$ cat src/rtl/mgrp_pkg.sv
package mgrp_pkg;

    typedef enum logic [1:0] {
        OUT_OK     = 2'd0,
        OUT_UNDEF  = 2'd1,
        OUT_TRAP64 = 2'd2,
        OUT_TRAP32 = 2'd3
    } outcome_e;

    typedef enum logic [1:0] {
        LVL0 = 2'd0,
        LVL1 = 2'd1,
        LVL2 = 2'd2,
        LVL3 = 2'd3
    } level_e;

endpackage

$ cat src/rtl/mgrp_access_decode.sv
module mgrp_access_decode
    import mgrp_pkg::*;
#(
    parameter int unsigned CP_W    = 4,
    parameter int unsigned OPC1_W  = 3,
    parameter int unsigned CRN_W   = 4,
    parameter int unsigned CRM_W   = 4,
    parameter int unsigned OPC2_W  = 3,
    parameter logic [CP_W-1:0]   CP_NUM   = 4'd15,
    parameter logic [OPC1_W-1:0] OPC1_NUM = 3'd6,
    parameter logic [CRN_W-1:0]  CRN_NUM  = 4'd12,
    parameter logic [CRM_W-1:0]  CRM_NUM  = 4'd12,
    parameter logic [OPC2_W-1:0] OPC2_NUM = 3'd7
) (
    input  logic              acc_valid,
    input  logic [CP_W-1:0]   acc_coproc,
    input  logic [OPC1_W-1:0] acc_opc1,
    input  logic [CRN_W-1:0]  acc_crn,
    input  logic [CRM_W-1:0]  acc_crm,
    input  logic [OPC2_W-1:0] acc_opc2,
    input  logic [1:0]        cur_el,
    input  logic              feat_present,
    input  logic              el2_enabled,
    input  logic              el2_is_a64,
    input  logic              hyp_trap_en,
    input  logic              mon_sreg_en,
    output logic              hit,
    output outcome_e          outcome
);

    logic enc_match;

    always_comb begin
        enc_match = (acc_coproc == CP_NUM)  && (acc_opc1 == OPC1_NUM) &&
                    (acc_crn    == CRN_NUM) && (acc_crm  == CRM_NUM)  &&
                    (acc_opc2   == OPC2_NUM);
        hit = acc_valid && enc_match;
    end

    // Privilege and trap decision tree; the feature check dominates.
    always_comb begin
        outcome = OUT_UNDEF;
        if (feat_present) begin
            unique case (level_e'(cur_el))
                LVL1: begin
                    if (el2_enabled && hyp_trap_en)
                        outcome = el2_is_a64 ? OUT_TRAP64 : OUT_TRAP32;
                end
                LVL3: begin
                    if (mon_sreg_en)
                        outcome = OUT_OK;
                end
                default: outcome = OUT_UNDEF;
            endcase
        end
    end

endmodule

$ cat src/rtl/mgrp_enable_store.sv
module mgrp_enable_store #(
    parameter int unsigned NUM_ST = 2
) (
    input  logic              clk,
    input  logic              rst_n,
    input  logic              main_we,
    input  logic [NUM_ST-1:0] main_wbits,
    input  logic [NUM_ST-1:0] alias_we,
    input  logic [NUM_ST-1:0] alias_wdata,
    output logic [NUM_ST-1:0] en
);

    typedef struct packed {
        logic [NUM_ST-1:0] en;
    } store_t;

    store_t st_d, st_q;

    // Per-bit arbitration: main port first, then the alias view.
    for (genvar i = 0; i < NUM_ST; i++) begin : g_bit
        always_comb begin
            if (main_we)
                st_d.en[i] = main_wbits[i];
            else if (alias_we[i])
                st_d.en[i] = alias_wdata[i];
            else
                st_d.en[i] = st_q.en[i];
        end
    end

    always_ff @(posedge clk) begin
        if (!rst_n)
            st_q <= '0;
        else
            st_q <= st_d;
    end

    assign en = st_q.en;

endmodule

$ cat src/rtl/mgrp_release_gen.sv
module mgrp_release_gen #(
    parameter int unsigned NUM_ST = 2
) (
    input  logic              clk,
    input  logic              rst_n,
    input  logic [NUM_ST-1:0] en,
    input  logic [NUM_ST-1:0] pend,
    output logic [NUM_ST-1:0] rel
);

    typedef struct packed {
        logic [NUM_ST-1:0] en_prev;
        logic [NUM_ST-1:0] rel;
    } rel_t;

    rel_t r_d, r_q;

    for (genvar i = 0; i < NUM_ST; i++) begin : g_state
        always_comb begin
            r_d.en_prev[i] = en[i];
            r_d.rel[i]     = r_q.en_prev[i] && !en[i] && pend[i];
        end
    end

    always_ff @(posedge clk) begin
        if (!rst_n)
            r_q <= '0;
        else
            r_q <= r_d;
    end

    assign rel = r_q.rel;

endmodule

$ cat src/rtl/mgrp_enable_reg.sv
module mgrp_enable_reg
    import mgrp_pkg::*;
#(
    parameter int unsigned DATA_W    = 32,
    parameter int unsigned NUM_ST    = 2,
    parameter int unsigned SYND_W    = 6,
    parameter logic [SYND_W-1:0] TRAP_SYND = 6'h03
) (
    input  logic              clk,
    input  logic              rst_n,
    input  logic              acc_valid,
    input  logic              acc_write,
    input  logic [3:0]        acc_coproc,
    input  logic [2:0]        acc_opc1,
    input  logic [3:0]        acc_crn,
    input  logic [3:0]        acc_crm,
    input  logic [2:0]        acc_opc2,
    input  logic [DATA_W-1:0] acc_wdata,
    input  logic [1:0]        cur_el,
    input  logic              feat_present,
    input  logic              el2_enabled,
    input  logic              el2_is_a64,
    input  logic              hyp_trap_en,
    input  logic              mon_sreg_en,
    output logic              resp_valid,
    output logic              resp_ok,
    output logic              resp_undef,
    output logic              resp_trap64,
    output logic              resp_trap32,
    output logic [SYND_W-1:0] resp_syndrome,
    output logic [DATA_W-1:0] resp_rdata,
    input  logic [NUM_ST-1:0] alias_we,
    input  logic [NUM_ST-1:0] alias_wdata,
    output logic [NUM_ST-1:0] alias_rdata,
    input  logic [NUM_ST-1:0] pend_grp1,
    output logic [NUM_ST-1:0] release_req,
    output logic [NUM_ST-1:0] grp_en
);

    localparam int unsigned RSV_W = DATA_W - NUM_ST;

    typedef struct packed {
        logic              valid;
        logic              ok;
        logic              undef;
        logic              trap64;
        logic              trap32;
        logic [SYND_W-1:0] synd;
        logic [DATA_W-1:0] rdata;
    } resp_t;

    logic              hit;
    outcome_e          outcome;
    logic              main_we;
    logic [NUM_ST-1:0] en;
    logic              unused_rsv_wbits;
    resp_t             rsp_d, rsp_q;

    mgrp_access_decode u_dec (
        .acc_valid    (acc_valid),
        .acc_coproc   (acc_coproc),
        .acc_opc1     (acc_opc1),
        .acc_crn      (acc_crn),
        .acc_crm      (acc_crm),
        .acc_opc2     (acc_opc2),
        .cur_el       (cur_el),
        .feat_present (feat_present),
        .el2_enabled  (el2_enabled),
        .el2_is_a64   (el2_is_a64),
        .hyp_trap_en  (hyp_trap_en),
        .mon_sreg_en  (mon_sreg_en),
        .hit          (hit),
        .outcome      (outcome)
    );

    assign main_we          = hit && acc_write && (outcome == OUT_OK);
    assign unused_rsv_wbits = ^acc_wdata[DATA_W-1:NUM_ST];

    mgrp_enable_store #(.NUM_ST(NUM_ST)) u_store (
        .clk         (clk),
        .rst_n       (rst_n),
        .main_we     (main_we),
        .main_wbits  (acc_wdata[NUM_ST-1:0]),
        .alias_we    (alias_we),
        .alias_wdata (alias_wdata),
        .en          (en)
    );

    mgrp_release_gen #(.NUM_ST(NUM_ST)) u_rel (
        .clk   (clk),
        .rst_n (rst_n),
        .en    (en),
        .pend  (pend_grp1),
        .rel   (release_req)
    );

    always_comb begin
        rsp_d       = '0;
        rsp_d.valid = hit;
        if (hit) begin
            unique case (outcome)
                OUT_OK:     rsp_d.ok     = 1'b1;
                OUT_UNDEF:  rsp_d.undef  = 1'b1;
                OUT_TRAP64: rsp_d.trap64 = 1'b1;
                default:    rsp_d.trap32 = 1'b1;
            endcase
            if (outcome == OUT_TRAP64 || outcome == OUT_TRAP32)
                rsp_d.synd = TRAP_SYND;
            if (outcome == OUT_OK && !acc_write)
                rsp_d.rdata = {{RSV_W{1'b0}}, en};
        end
    end

    always_ff @(posedge clk) begin
        if (!rst_n)
            rsp_q <= '0;
        else
            rsp_q <= rsp_d;
    end

    assign resp_valid    = rsp_q.valid;
    assign resp_ok       = rsp_q.ok;
    assign resp_undef    = rsp_q.undef;
    assign resp_trap64   = rsp_q.trap64;
    assign resp_trap32   = rsp_q.trap32;
    assign resp_syndrome = rsp_q.synd;
    assign resp_rdata    = rsp_q.rdata;
    assign alias_rdata   = en;
    assign grp_en        = en;

endmodule

$ cat config.mk
export PLATFORM = sky130hd
export DESIGN_NAME = mgrp_enable_reg
export DESIGN_NICKNAME = d
export VERILOG_FILES = /design/src/rtl/mgrp_pkg.sv /design/src/rtl/mgrp_access_decode.sv /design/src/rtl/mgrp_enable_store.sv /design/src/rtl/mgrp_release_gen.sv /design/src/rtl/mgrp_enable_reg.sv
export SDC_FILE = /design/constraint.sdc
export NUM_CORES = 1
export LEC_CHECK = 0
export ABC_AREA = 1
export BUFFER_PORTS_ARGS = -buffer_cell sky130_fd_sc_hd__buf_2
export CAP_MARGIN = 20
export CELL_PAD_IN_SITES_DETAIL_PLACEMENT = 1
export CELL_PAD_IN_SITES_GLOBAL_PLACEMENT = 2
export CORE_MARGIN = 10
export CORE_UTILIZATION = 13
export DETAILED_ROUTE_END_ITERATION = 7
export PLACE_DENSITY = 0.81
export REMOVE_ABC_BUFFERS = 1
export SYNTH_ARGS = -nofsm -noshare
export SYNTH_HDL_FRONTEND = slang
export SYNTH_SLANG_ARGS = --single-unit
$ cat constraint.sdc
create_clock -name clk -period 1.1 [get_ports clk]
set_input_delay 0.165 -clock clk [delete_from_list [all_inputs] [get_ports clk]]
set_output_delay 0.165 -clock clk [all_outputs]
set_load 0.01 [all_outputs]
==> results.json <==
{
  "crit_path_top_delay_cell": "dfxtp_1",
  "htree_levels": 1,
  "area_growth_pct": 28.0,
  "cts_hold_buf": 0,
  "ys_types": 16,
  "synth.most_common_cell": "buf_4",
  "numPortBuffers": 51,
  "clock_skew_ns": 0.00517,
  "cp_data_required_time_ns": 0.94,
  "async_flop_share_pct": 0,
  "start_kind": "register",
  "grt_max_degree": 9,
  "insertion_delay_ns": 0.24,
  "crit_type": "reg -> out",
  "cp_max_fo": 4,
  "setup_viol": 0,
  "p_int_mw": 0.900,
  "crit_path_end_kind": "output pin",
  "p_comb_share_pct": 15.9,
  "power_density_nw_per_um2": 1010,
  "slew_viol_final": 0,
  "wirelength_um": 2650,
  "crit_arrival_ns": 0.78,
  "netlist_area_sq_um": 915,
  "vias": 796,
  "finalInstanceArea_sq_um": 1170,
  "dpl.hpwl_um": 2500,
  "swShare_pct": 24.2,
  "start_util_pct": 13.4,
  "ant_nets": 0,
  "n_antenna_cell": 0,
  "dpl_cell_area_sq_um": 1120,
  "crit_chain": "buf_2",
  "ir_worst_vdd_mv": 0.296,
  "ctsResizeCount": 0,
  "root_buffer": "clkbuf_8",
  "place_congestion": 0.672,
  "critPathTopFamily": "flip-flops",
  "synth_warnings": 0,
  "dieArea_sq_um": 10800,
  "clock.fmax_mhz": 1050,
  "antenna_found_initial": 0,
  "cts_tree": "done",
  "post-synth-top-area-cell": "buf_4",
  "ioPinCount": 116,
  "leakage_nw": 0.689,
  "clockBufferDepth": 2,
  "seqPwrFrac_pct": 43.8,
  "grt_overflow": 0,
  "maxCapViolCount": 0,
  "synth_top_area_share_pct": 33.7,
  "die_x_um": 104,
  "wl_per_cell_um": 9.72,
  "grt_pass1_wl_um": 4230,
  "synth_ff_type": "dfxtp_1",
  "drt-pass1-iter-count": 4,
  "report.power.total_mw": 1.19,
  "nets": 245,
  "viasPerCell": 2.92,
  "core_area_sq_um": 6830,
  "place_ws_ns": -0.0596,
  "synth_common_cells": "41 x buf_4, 19 x nor2_1, 18 x inv_1, 17 x nand2_1, 14 x dfxtp_1",
  "cts.sinks": 14,
  "first_iter_violations": 13,
  "drive_gt1_share_pct": 35.0,
  "netlist_top_cells_area": "buf_4 34%, dfxtp_1 31%, nor2_1 7.8%",
  "min_period_ns": 0.949,
  "synth_edf_count": 0,
  "switchingPower_mw": 0.287,
  "clock_power_share_pct": 40.3,
  "critPathBufInv": 1,
  "path_clk_slew_ns": 0.06,
  "yosysSeqAreaShare_pct": 30.6,
  "hp-class": "in -> reg",
  "grtUsageTotal_pct": 4.75,
  "rows": 30,
  "final_hold_viol_count": 0,
  "cts_buffers": 3,
  "drc": 0,
  "status": "finished clean",
  "slowest_delay_ns": 0.38,
  "grt_pass1_vias": 937,
  "die_y_um": 104,
  "cts_setup_buffers": 0,
  "synth-seq-cells": 14,
  "syn_avg_cell_area_sq_um": 7.09,
  "rsz0062_at_grt": "no",
  "final.setup.worst_slack_ns": 0.151,
  "synthCells": 129,
  "finalCritPeriodShare_pct": 86.3,
  "final_core_util_pct": 17.1
}
placed cells by master (no fill, tap or decap):
| cell | synthesis | routed |
|---|---|---|
| dfxtp_1 | 14 | 14 |
| nor3_1 | 1 | 1 |
| nand4_1 | 2 | 2 |
| o211ai_1 | 1 | 1 |
| conb_1 | 1 | 34 |
| buf_4 | 41 | 2 |
| nor2_1 | 19 | 19 |
| buf_2 | 1 | 51 |
| inv_1 | 18 | 18 |
| clkbuf_8 | 0 | 4 |
| nand3_2 | 2 | 2 |
| nand3_1 | 6 | 6 |
| nor2_2 | 2 | 2 |
| nand2_1 | 17 | 17 |
| nor3_2 | 1 | 1 |
| nand3b_1 | 1 | 1 |
| a21oi_1 | 2 | 2 |
cell type report:
class,count,area [sq um]
fillers,880,5660
multi-input cells,88,378
flip-flops and latches,14,280
clock buffers,4,55.1
repair buffers,53,270
inverters,18,67.6
well taps,96,120
sequential cells by signal (all words and copies together) (netlist names):
| register | flops |
|---|---|
| resp_rdata | 2 |
| resp_syndrome | 1 |
| resp_undef | 1 |
| resp_valid | 1 |
| resp_ok | 1 |
| resp_trap32 | 1 |
| u_rel.r_q | 2 |
| resp_trap64 | 1 |
| u_rel.rel | 2 |
| u_store.en | 2 |
cells by family (layout without fill, tap and decap cells):
family | count (synthesis) | after routing | share of synthesized area, %
AO/OA/AOI/OAI | 3 | 3 | 1.92
buffers and inverters | 60 | 75 | 41.6
flip-flops | 14 | 14 | 30.6
other | 1 | 34 | 0.410
AND/OR/NAND/NOR | 51 | 51 | 25.4
worst min-delay path, stage by stage:
cell and delay [ns]:
buf_2 0.07, nor2_1 0.04, nor2_1 0.08
power groups by stage:
stage | clock [mW] | sequential, mW | combinational, mW
2_1_floorplan | 0 | 0.535 | 0.0909
3_3_place_gp | 0 | 0.530 | 0.182
3_5_place_dp | 0 | 0.531 | 0.185
4_1_cts | 0.497 | 0.520 | 0.186
5_1_grt | 0.526 | 0.521 | 0.218
6_report | 0.478 | 0.520 | 0.189
layer usage:
layer | vias up | wire, um | part of all wire [%] | track usage [%]
met4 | 0 | 19 | 0.72 | 1.79
met1 | 337 | 1000 | 38 | 4.31
met5 | - | 0 | 0 | 0
li1 | 407 | - | - | -
met2 | 50 | 1330 | 50 | 8.47
met3 | 2 | 297 | 11 | 2.85
per-stage QoR:
stage	setup TNS, ns	std cells	hold slack [ns]
after global routing	0	273	0.152
after floorplan	0	120	0.263
after CTS	0	273	0.153
after detailed placement	-0.175	269	0.406
final	0	273	0.152
after global placement	-0.112	269	0.400
worst paths after layout:
check	to	cells after the start	start	slack, ns
worst min register to register	u_rel.rel[0]	2	u_rel.r_q[2]	0.46
worst max-delay path	alias_rdata[1]	1	u_store.en[1]	0.15
worst min-delay path	u_store.en[1]	3	acc_wdata[1]	0.15
worst max register to register	u_store.en[1]	6	u_store.en[1]	0.22
(Power assumes the default switching activity.)
